`src/rtl/gpio_rb_pkg.sv`:
```
package gpio_rb_pkg;

  localparam int BUS_W = 32;

  localparam logic [31:0] KEY_FIRST  = 32'hC0DE1248;
  localparam logic [31:0] KEY_SECOND = 32'hC0DEFA73;

  typedef enum logic [2:0] {
    K_BAD,
    K_PLAIN,
    K_LOCK1,
    K_LOCK2,
    K_DIN,
    K_EVST,
    K_NULL
  } kind_e;

  typedef enum logic [1:0] {
    OP_WR,
    OP_SET,
    OP_CLR
  } op_e;

  localparam int F_POL   = 0;
  localparam int F_DOUT  = 1;
  localparam int F_OE    = 2;
  localparam int F_OTYP  = 3;
  localparam int F_MUX   = 4;
  localparam int F_PU    = 5;
  localparam int F_PD    = 6;
  localparam int F_DBNC  = 7;
  localparam int F_ETYP  = 8;
  localparam int F_EBOTH = 9;
  localparam int F_BLK0  = 10;
  localparam int F_BLK1  = 11;
  localparam int F_BLK2  = 12;
  localparam int F_BLK3  = 13;
  localparam int F_EEN   = 14;
  localparam int F_IMASK = 15;
  localparam int F_SLEW  = 16;
  localparam int F_DRV   = 17;
  localparam int NUM_F   = 18;
  localparam int FIDX_W  = $clog2(NUM_F);

  typedef struct packed {
    kind_e             kind;
    op_e               op;
    logic [FIDX_W-1:0] fidx;
    logic              wo;
  } dec_t;

endpackage

```
`src/rtl/gpio_rb_decode.sv`:
```
module gpio_rb_decode
  import gpio_rb_pkg::*;
#(
  parameter int ADDR_W = 12
) (
  input  logic [ADDR_W-1:0] addr,
  output logic              aligned,
  output dec_t              dec
);

  localparam int WORD_LSB = 2;
  localparam int WORD_MSB = 6;

  logic       above;
  logic [4:0] word;

  assign aligned = (addr[1:0] == 2'b00);
  assign above   = |addr[ADDR_W-1:WORD_MSB+1];
  assign word    = addr[WORD_MSB:WORD_LSB];

  function automatic dec_t plain(input int f, input op_e o, input logic w);
    dec_t d;
    d.kind = K_PLAIN;
    d.op   = o;
    d.fidx = FIDX_W'(f);
    d.wo   = w;
    return d;
  endfunction

  function automatic dec_t other(input kind_e k);
    dec_t d;
    d.kind = k;
    d.op   = OP_WR;
    d.fidx = '0;
    d.wo   = 1'b0;
    return d;
  endfunction

  always_comb begin
    dec = other(K_BAD);
    if (!above) begin
      case (word)
        5'h00: dec = other(K_LOCK1);
        5'h01: dec = other(K_DIN);
        5'h02: dec = plain(F_POL,   OP_WR,  1'b0);
        5'h03: dec = plain(F_DOUT,  OP_WR,  1'b0);
        5'h04: dec = plain(F_OE,    OP_WR,  1'b0);
        5'h05: dec = plain(F_OTYP,  OP_WR,  1'b0);
        5'h06: dec = plain(F_MUX,   OP_WR,  1'b0);
        5'h07: dec = plain(F_PU,    OP_WR,  1'b0);
        5'h08: dec = plain(F_PD,    OP_WR,  1'b0);
        5'h09: dec = plain(F_DBNC,  OP_WR,  1'b0);
        5'h0A: dec = plain(F_ETYP,  OP_WR,  1'b0);
        5'h0B: dec = plain(F_EBOTH, OP_WR,  1'b0);
        5'h0C: dec = plain(F_BLK0,  OP_WR,  1'b0);
        5'h0D: dec = plain(F_BLK1,  OP_WR,  1'b0);
        5'h0E: dec = plain(F_BLK2,  OP_WR,  1'b0);
        5'h0F: dec = plain(F_BLK3,  OP_WR,  1'b0);
        5'h10: dec = plain(F_EEN,   OP_WR,  1'b0);
        5'h11: dec = plain(F_EEN,   OP_SET, 1'b1);
        5'h12: dec = plain(F_EEN,   OP_CLR, 1'b1);
        5'h13: dec = other(K_EVST);
        5'h14: dec = other(K_NULL);
        5'h15: dec = other(K_NULL);
        5'h16: dec = plain(F_IMASK, OP_WR,  1'b0);
        5'h17: dec = plain(F_SLEW,  OP_WR,  1'b0);
        5'h18: dec = plain(F_DRV,   OP_WR,  1'b0);
        5'h1A: dec = plain(F_DOUT,  OP_SET, 1'b1);
        5'h1B: dec = plain(F_DOUT,  OP_CLR, 1'b1);
        5'h1C: dec = plain(F_OE,    OP_SET, 1'b1);
        5'h1D: dec = plain(F_OE,    OP_CLR, 1'b1);
        5'h1F: dec = other(K_LOCK2);
        default: dec = other(K_BAD);
      endcase
    end
  end

endmodule

```
`src/rtl/gpio_rb_field.sv`:
```
module gpio_rb_field
  import gpio_rb_pkg::*;
#(
  parameter int           W       = 32,
  parameter logic [W-1:0] RST_VAL = '0
) (
  input  logic         clk,
  input  logic         rst,
  input  logic         we,
  input  op_e          op,
  input  logic [W-1:0] wdata,
  output logic [W-1:0] q
);

  always_ff @(posedge clk) begin
    if (rst) begin
      q <= RST_VAL;
    end else if (we) begin
      case (op)
        OP_SET:  q <= q | wdata;
        OP_CLR:  q <= q & ~wdata;
        default: q <= wdata;
      endcase
    end
  end

  assert_set_alias_R3: assert property (@(posedge clk) disable iff (rst)
    (we && op == OP_SET) |=> ((q & $past(wdata)) == $past(wdata)));

  assert_clr_alias_R3: assert property (@(posedge clk) disable iff (rst)
    (we && op == OP_CLR) |=> ((q & $past(wdata)) == '0));

  assert_hold_idle_R2: assert property (@(posedge clk) disable iff (rst)
    !we |=> $stable(q));

endmodule

```
`src/rtl/gpio_rb_lock.sv`:
```
module gpio_rb_lock
  import gpio_rb_pkg::*;
(
  input  logic             clk,
  input  logic             rst,
  input  logic             wr_l1,
  input  logic             wr_l2,
  input  logic [BUS_W-1:0] wdata,
  output logic             locked_o
);

  logic             locked_q;
  logic [BUS_W-1:0] key_q;
  logic             key_ok;

  assign key_ok   = wr_l1 && (wdata == KEY_SECOND) && (key_q == KEY_FIRST);
  assign locked_o = locked_q;

  always_ff @(posedge clk) begin
    if (rst) begin
      locked_q <= 1'b0;
      key_q    <= '0;
    end else if (!locked_q) begin
      if (wr_l1 || wr_l2) begin
        locked_q <= 1'b1;
        key_q    <= '0;
      end
    end else if (key_ok) begin
      locked_q <= 1'b0;
      key_q    <= '0;
    end else if (wr_l2) begin
      key_q <= wdata;
    end
  end

  assert_engage_R6: assert property (@(posedge clk) disable iff (rst)
    (!locked_q && (wr_l1 || wr_l2)) |=> (locked_q && key_q == '0));

  assert_stay_locked_R8: assert property (@(posedge clk) disable iff (rst)
    (locked_q && !(wr_l1 && wdata == KEY_SECOND && key_q == KEY_FIRST)) |=> locked_q);

  assert_release_R8: assert property (@(posedge clk) disable iff (rst)
    (locked_q && wr_l1 && wdata == KEY_SECOND && key_q == KEY_FIRST)
      |=> (!locked_q && key_q == '0));

  assert_key_store_R8: assert property (@(posedge clk) disable iff (rst)
    (locked_q && wr_l2) |=> (key_q == $past(wdata)));

endmodule

```
`src/rtl/gpio_rb_evstat.sv`:
```
module gpio_rb_evstat #(
  parameter int W = 32
) (
  input  logic         clk,
  input  logic         rst,
  input  logic         clr_we,
  input  logic [W-1:0] clr_mask,
  input  logic [W-1:0] set_bits,
  output logic [W-1:0] st_o
);

  logic [W-1:0] keep;

  assign keep = clr_we ? ~clr_mask : '1;

  always_ff @(posedge clk) begin
    if (rst) begin
      st_o <= '0;
    end else begin
      st_o <= (st_o & keep) | set_bits;
    end
  end

  assert_set_wins_R9: assert property (@(posedge clk) disable iff (rst)
    (|set_bits) |=> ((st_o & $past(set_bits)) == $past(set_bits)));

  assert_w1c_R9: assert property (@(posedge clk) disable iff (rst)
    (clr_we && (clr_mask & set_bits) == '0) |=> ((st_o & $past(clr_mask)) == '0));

endmodule

```
`src/rtl/gpio_regbank.sv`:
```
module gpio_regbank
  import gpio_rb_pkg::*;
#(
  parameter int              ADDR_W     = 12,
  parameter int              NPIN       = 32,
  parameter logic [NPIN-1:0] RST_PULLUP = '0,
  parameter logic [NPIN-1:0] RST_PULLDN = '0,
  parameter logic [NPIN-1:0] RST_SLEW   = '0,
  parameter logic [NPIN-1:0] RST_DRIVE  = '0
) (
  input  logic              clk,
  input  logic              rst,
  input  logic              bus_valid,
  input  logic              bus_write,
  input  logic [ADDR_W-1:0] bus_addr,
  input  logic [31:0]       bus_wdata,
  output logic [31:0]       bus_rdata,
  output logic              bus_err,
  input  logic [NPIN-1:0]   din_i,
  input  logic [NPIN-1:0]   evt_set_i,
  output logic              locked_o,
  output logic [NPIN-1:0]   pol_o,
  output logic [NPIN-1:0]   dout_o,
  output logic [NPIN-1:0]   oe_o,
  output logic [NPIN-1:0]   otype_o,
  output logic [NPIN-1:0]   pullup_o,
  output logic [NPIN-1:0]   pulldn_o,
  output logic [NPIN-1:0]   evtype_o,
  output logic [NPIN-1:0]   evboth_o,
  output logic [NPIN-1:0]   evten_o,
  output logic [NPIN-1:0]   evst_o,
  output logic [NPIN-1:0]   inmask_o,
  output logic [NPIN-1:0]   slew_o,
  output logic [NPIN-1:0]   drive_o
);

  dec_t            dec;
  logic            aligned;
  logic            acc_ok;
  logic            wr;
  logic            rd;
  logic            wr_open;
  logic            locked;
  logic [NUM_F-1:0] fld_we;
  logic [NPIN-1:0] fq [NUM_F];
  logic [NPIN-1:0] sel_q;
  logic [31:0]     rd_next;
  logic            err_next;

  gpio_rb_decode #(.ADDR_W(ADDR_W)) u_dec (
    .addr    (bus_addr),
    .aligned (aligned),
    .dec     (dec)
  );

  assign acc_ok  = bus_valid && aligned;
  assign wr      = acc_ok && bus_write;
  assign rd      = acc_ok && !bus_write;
  assign wr_open = wr && !locked;

  gpio_rb_lock u_lock (
    .clk      (clk),
    .rst      (rst),
    .wr_l1    (wr && dec.kind == K_LOCK1),
    .wr_l2    (wr && dec.kind == K_LOCK2),
    .wdata    (bus_wdata),
    .locked_o (locked)
  );

  always_comb begin
    for (int i = 0; i < NUM_F; i++) begin
      fld_we[i] = wr_open && dec.kind == K_PLAIN && dec.fidx == FIDX_W'(i);
    end
  end

  for (genvar i = 0; i < NUM_F; i++) begin : g_fld
    localparam logic [NPIN-1:0] RV = (i == F_PU)   ? RST_PULLUP :
                                     (i == F_PD)   ? RST_PULLDN :
                                     (i == F_SLEW) ? RST_SLEW   :
                                     (i == F_DRV)  ? RST_DRIVE  : '0;
    gpio_rb_field #(.W(NPIN), .RST_VAL(RV)) u_f (
      .clk   (clk),
      .rst   (rst),
      .we    (fld_we[i]),
      .op    (dec.op),
      .wdata (bus_wdata[NPIN-1:0]),
      .q     (fq[i])
    );
  end

  gpio_rb_evstat #(.W(NPIN)) u_evst (
    .clk      (clk),
    .rst      (rst),
    .clr_we   (wr_open && dec.kind == K_EVST),
    .clr_mask (bus_wdata[NPIN-1:0]),
    .set_bits (evt_set_i),
    .st_o     (evst_o)
  );

  always_comb begin
    sel_q = '0;
    for (int i = 0; i < NUM_F; i++) begin
      if (dec.fidx == FIDX_W'(i)) sel_q = fq[i];
    end
  end

  always_comb begin
    rd_next = '0;
    if (rd) begin
      case (dec.kind)
        K_PLAIN: rd_next = dec.wo ? 32'h0 : 32'(sel_q);
        K_LOCK1: rd_next = 32'(locked);
        K_DIN:   rd_next = 32'(din_i);
        K_EVST:  rd_next = 32'(evst_o);
        default: rd_next = '0;
      endcase
    end
  end

  always_comb begin
    err_next = 1'b0;
    if (bus_valid) begin
      if (!aligned || dec.kind == K_BAD) begin
        err_next = 1'b1;
      end else if (bus_write) begin
        if (dec.kind == K_DIN) begin
          err_next = 1'b1;
        end else if (locked && dec.kind != K_LOCK1 && dec.kind != K_LOCK2) begin
          err_next = 1'b1;
        end
      end
    end
  end

  always_ff @(posedge clk) begin
    if (rst) begin
      bus_rdata <= '0;
      bus_err   <= 1'b0;
    end else begin
      bus_rdata <= rd_next;
      bus_err   <= err_next;
    end
  end

  assign locked_o = locked;
  assign pol_o    = fq[F_POL];
  assign dout_o   = fq[F_DOUT];
  assign oe_o     = fq[F_OE];
  assign otype_o  = fq[F_OTYP];
  assign pullup_o = fq[F_PU];
  assign pulldn_o = fq[F_PD];
  assign evtype_o = fq[F_ETYP];
  assign evboth_o = fq[F_EBOTH];
  assign evten_o  = fq[F_EEN];
  assign inmask_o = fq[F_IMASK];
  assign slew_o   = fq[F_SLEW];
  assign drive_o  = fq[F_DRV];

  assert_locked_drop_R7: assert property (@(posedge clk) disable iff (rst)
    (wr && locked && dec.kind == K_PLAIN)
      |=> ($stable(dout_o) && $stable(oe_o) && $stable(pol_o) && $stable(evten_o) && bus_err));

  assert_wo_zero_R4: assert property (@(posedge clk) disable iff (rst)
    (rd && (dec.kind == K_LOCK2 || (dec.kind == K_PLAIN && dec.wo))) |=> (bus_rdata == 32'h0));

  assert_din_write_R5: assert property (@(posedge clk) disable iff (rst)
    (wr && dec.kind == K_DIN) |=> bus_err);

  assert_err_origin_R11: assert property (@(posedge clk) disable iff (rst)
    bus_err |-> $past(bus_valid));

  assert_bad_access_R10: assert property (@(posedge clk) disable iff (rst)
    (bus_valid && (!aligned || dec.kind == K_BAD)) |=> (bus_err && bus_rdata == 32'h0));

endmodule

```
`config.mk`:
```
export PLATFORM = sky130hd
export DESIGN_NAME = gpio_regbank
export DESIGN_NICKNAME = d
export VERILOG_FILES = /design/src/rtl/gpio_rb_pkg.sv /design/src/rtl/gpio_rb_decode.sv /design/src/rtl/gpio_rb_field.sv /design/src/rtl/gpio_rb_lock.sv /design/src/rtl/gpio_rb_evstat.sv /design/src/rtl/gpio_regbank.sv
export SDC_FILE = /design/constraint.sdc
export NUM_CORES = 2
export LEC_CHECK = 0
export BUFFER_PORTS_ARGS = -buffer_cell sky130_fd_sc_hd__buf_2
export CORE_AREA = 5 5 342 344
export DETAILED_ROUTE_END_ITERATION = 7
export DIE_AREA = 0 0 347 349
export HOLD_SLACK_MARGIN = 0.03
export PLACE_DENSITY_LB_ADDON = 0.12
export SKIP_LAST_GASP = 1
export SYNTH_ARGS = -nofsm -noshare
export SYNTH_HDL_FRONTEND = slang
export SYNTH_SLANG_ARGS = --single-unit
```
`constraint.sdc`:
```
create_clock -name clk -period 7.8 [get_ports clk]
set_input_delay 1.17 -clock clk [delete_from_list [all_inputs] [get_ports clk]]
set_output_delay 1.17 -clock clk [all_outputs]
set_load 0.02 [all_outputs]
```
==> impl.org <==
** Run status
- The flow ran to the end, and the final reports show no timing, DRC or antenna violations.

** Detailed routing
- Final ANT Viol Nets :: 0
- In the routed design, unresolved DRC markers number 0.
- DRT Pass-1 Iters :: 6
- Detailed-route via count :: 36600
- In this run, the number of DRC markers left after iteration 0 of detailed routing was 5568.
- Routed wire per std cell :: roughly 35 um
- After detailed routing, the number of vias per cell comes to 5.92.
- Summed over all layers, the routed wires come to ~210 mm.

** Cells and area
- Leaving out fill and tap cells, the most frequent cell in the layout is nand2_1.
- Fin nets :: 4717
- Ratio of cells with drive above 1 in the final layout :: 0.206
- For this run, the share of the core covered by cells in the final layout is 0.337.
- Most used cells in the layout excluding fill and tap cells :: nand2_1 (831), a21oi_1 (785), o21ai_0 (675)
- The area growth from synthesis to layout is 13.5%.

** Pwr
- LEAKAGE :: 0.0140 uW
- In this run the power density over the cells is around 210 mW/mm^2.
- Worst supply voltage drop on vdd :: about 0.00014 V

** Setup path
- Traced cell by cell, the critical path runs through buf_2 -> ha_1 -> or4b_1 -> a22oi_2 -> buf_4 -> nor3_2 -> nand2_1 -> buf_4 -> nand2_1 -> a221o_1 -> o21ai_0 -> o21ai_0.
- Required time reported for the critical path endpoint :: 8.25 ns
- Startpoint-to-endpoint class of the critical path :: input pin to register
- In this run the worst setup path begins at bus_addr[3].
- Register-to-register setup slack :: 4.72 ns
- For this design, the slowest cell found on the critical path is o21ai_0.
- STA classifies the critical path startpoint as an input pin.
- Launch point of the worst reg-to-reg path :: u_lock.locked_o
- For this run, the slowest stage of the critical path takes around 1.1 ns.
- At the worst endpoint, the arrival time is approximately 7 ns.
- In this run the worst path has a maximum fanout of 26.
- Critical path endpoint category :: register

** Die
- After floorplanning, the core was sized to cover approximately 0.11 sq mm.
- The initialized floorplan defines ~120 standard-cell rows.
- Die Area :: 0.121 sq mm
- Measured along the x axis, the die boundary spans between 300 and 400 um.
- Number of ports placed on the die boundary :: between 500 and 600
- Effective utilization at floorplan :: 0.297
- From bottom edge to top edge, the die measures 349 um.

** Synth
- Post-synth net total :: roughly 4700
- Number of synthesized flops with an enable pin :: 0
- Most used flip-flop cell after synthesis :: dfxtp_1
- Cell count after synthesis :: between 4000 and 5000
- After synthesis the netlist holds a flip-flop and latch count of 674.
- For this run, asynchronously set or reset flops after synthesis account for 0.
- Mean instance size in the synthesized netlist :: roughly 7.4 sq um
- Distinct cells, synth :: 76
- The share of synthesized area in the top cell type comes to 0.400.
- Sorting the synthesized cells by area gives the leading types as dfxtp_1 (40%), a21oi_1 (12%), o21ai_0 (10%), nand2_1 (9.4%), buf_4 (9.2%).
- After synthesis the cells add up to 0.0337 sq mm.
- Synth area leader :: dfxtp_1
- For this run, the register share of the synthesized area comes to 0.400.
- Ys Warns :: 0

** Place
- Detailed placement ended at an HPWL of 145 mm.
- Port bufs :: 561
- The congestion estimate from routability-driven global placement came to approximately 0.94.

** GRT
- Sum of overflow across all layers after global routing :: 0
- The number of global-route vias before repair was around 34000.
- The first global-routing pass estimated roughly 290 mm of wire.
- The initial antenna violation count came to 21.
- In the global route stage, overall resource usage came out at 0.335.
- Entering global routing, the biggest net connects 189 pins.

** Clock tree
- The H-tree was split into 3 levels.
- Counting the buffers created by CTS gives 82.
- CTS Hold Buffers Added :: 0
- The number of setup buffers added after CTS is 0.
- Maximum buffer depth of the clock tree :: 3
- TritonCTS built the clock tree.
- Clk Latency, worst-skew pair :: about 0.67 ns
- Clock transition at path regs :: ~0.06 ns
- Post-CTS sizing :: 0
- Clk root buf :: clkbuf_16
- Counting every sink on the clock net gives a little under 700.

** Job
- The tool flagged a number of max-cap violations equal to 0.

** STA
- Finish-stage setup viols :: 0
- The smallest clock period supported by the final layout is computed as about 6.5 ns.
- Total count of hold-check failures in the final report :: 0
- Relative max-transition margin :: 0.0835
- Clock skew on the completed layout was measured at around 0.024 ns.
- In the finished design, the share of the clock period the worst path needs comes to 0.830.
- For this run, the top clock speed supported by timing is 155 MHz.
- Slew Viols, Final :: 0
- For the pin with the worst max-slew slack, the measured transition is roughly 1.4 ns.
- After routing, the total negative slack on setup checks comes to 0 ns.
- Setup repair after global routing missed its margin :: no

** Hold path
- Hold Path Origin :: g_fld[13].u_f.q[25]
- Worst Hold Class :: register to register
## path summary, 6_finish.rpt
check | to | cells after the start
max | bus_rdata[15] | 12
min | g_fld[13].u_f.q[25] | 2
max reg2reg | g_fld[0].u_f.q[28] | 7
min reg2reg | g_fld[13].u_f.q[25] | 2
## synth_stat cells, drive strengths merged, types with 20 or more instances
cell type  instances
nor2             250
dfxtp            674
a31oi             30
a22oi             56
a211oi            22
inv               40
o21ai            682
mux2i             46
nand2            841
o211ai            20
buf              479
clkbuf           278
nand3             41
a21oi            786
o22ai             30
a221oi            30
nor3              30
## flip-flops by register name (all words and copies together) (netlist names)
register / count
u_lock.key_q: 32
bus_rdata: 32
bus_err: 1
u_evst.st_o: 32
u_lock.locked_o: 1
g_fld.u_f.q: 576
## cells by family after synthesis
family | count (synthesis) | share of synthesized area
AO/OA/AOI/OAI | 1765 | 0.288
multiplexers | 60 | 0.0187
AND/OR/NAND/NOR | 1236 | 0.150
adder cells (fa/ha/maj) | 12 | 0.00446
XOR/XNOR | 1 | 0.000260
buffers and inverters | 797 | 0.138
flip-flops | 674 | 0.400
## per-layer routing
layer / track usage / up-vias / share of wire
li1: - / 15500 / -
met1: 0.433 / 18200 / 0.40
met2: 0.501 / 2381 / 0.43
met3: 0.111 / 525 / 0.12
met4: 0.167 / 16 / 0.057
met5: 0 / - / 0.00043
## power by group
group          total, uW  switching (uW)  internal, uW
combinational        524             414           110
sequential          3460            9.96          3450
clock               4050            1710          2350
## critical path: cells and delay by family
kind / cells / cell delay (ns)
adders and majority gates: 1 / 0.31
AOI/OAI and AO/OA: 4 / 2.14
buffers and inverters: 3 / 1.31
and+or+nand+nor: 4 / 1.96
## metrics by stage
| step | instances | cell area [sq um] | hold WS [ns] | setup slack (ns) | power [uW] |
|---|---|---|---|---|---|
| floorplan | 4545 | 33700 | 0.446 | 3.26 | 3770 |
| global placement | 6020 | 35400 | 0.455 | 0.880 | 4050 |
| global route | 6172 | 38200 | 0.482 | 1.52 | 8210 |
| finish | 6179 | 38300 | 0.472 | 1.33 | 8040 |
| detailed placement | 6021 | 35400 | 0.463 | 0.987 | 4050 |
| CTS | 6172 | 38200 | 0.469 | 1.70 | 8060 |
## cell type report
class	instances	area [sq um]
fill	12300	75300
multi-input combinational	3074	15900
sequential	674	13500
timing repair buffer	721	4060
clock buffer	119	2480
tap	1512	1890
clock inverter	32	304
inverter	40	150
antenna	7	17.5
Power figures use the tool's default switching activity.
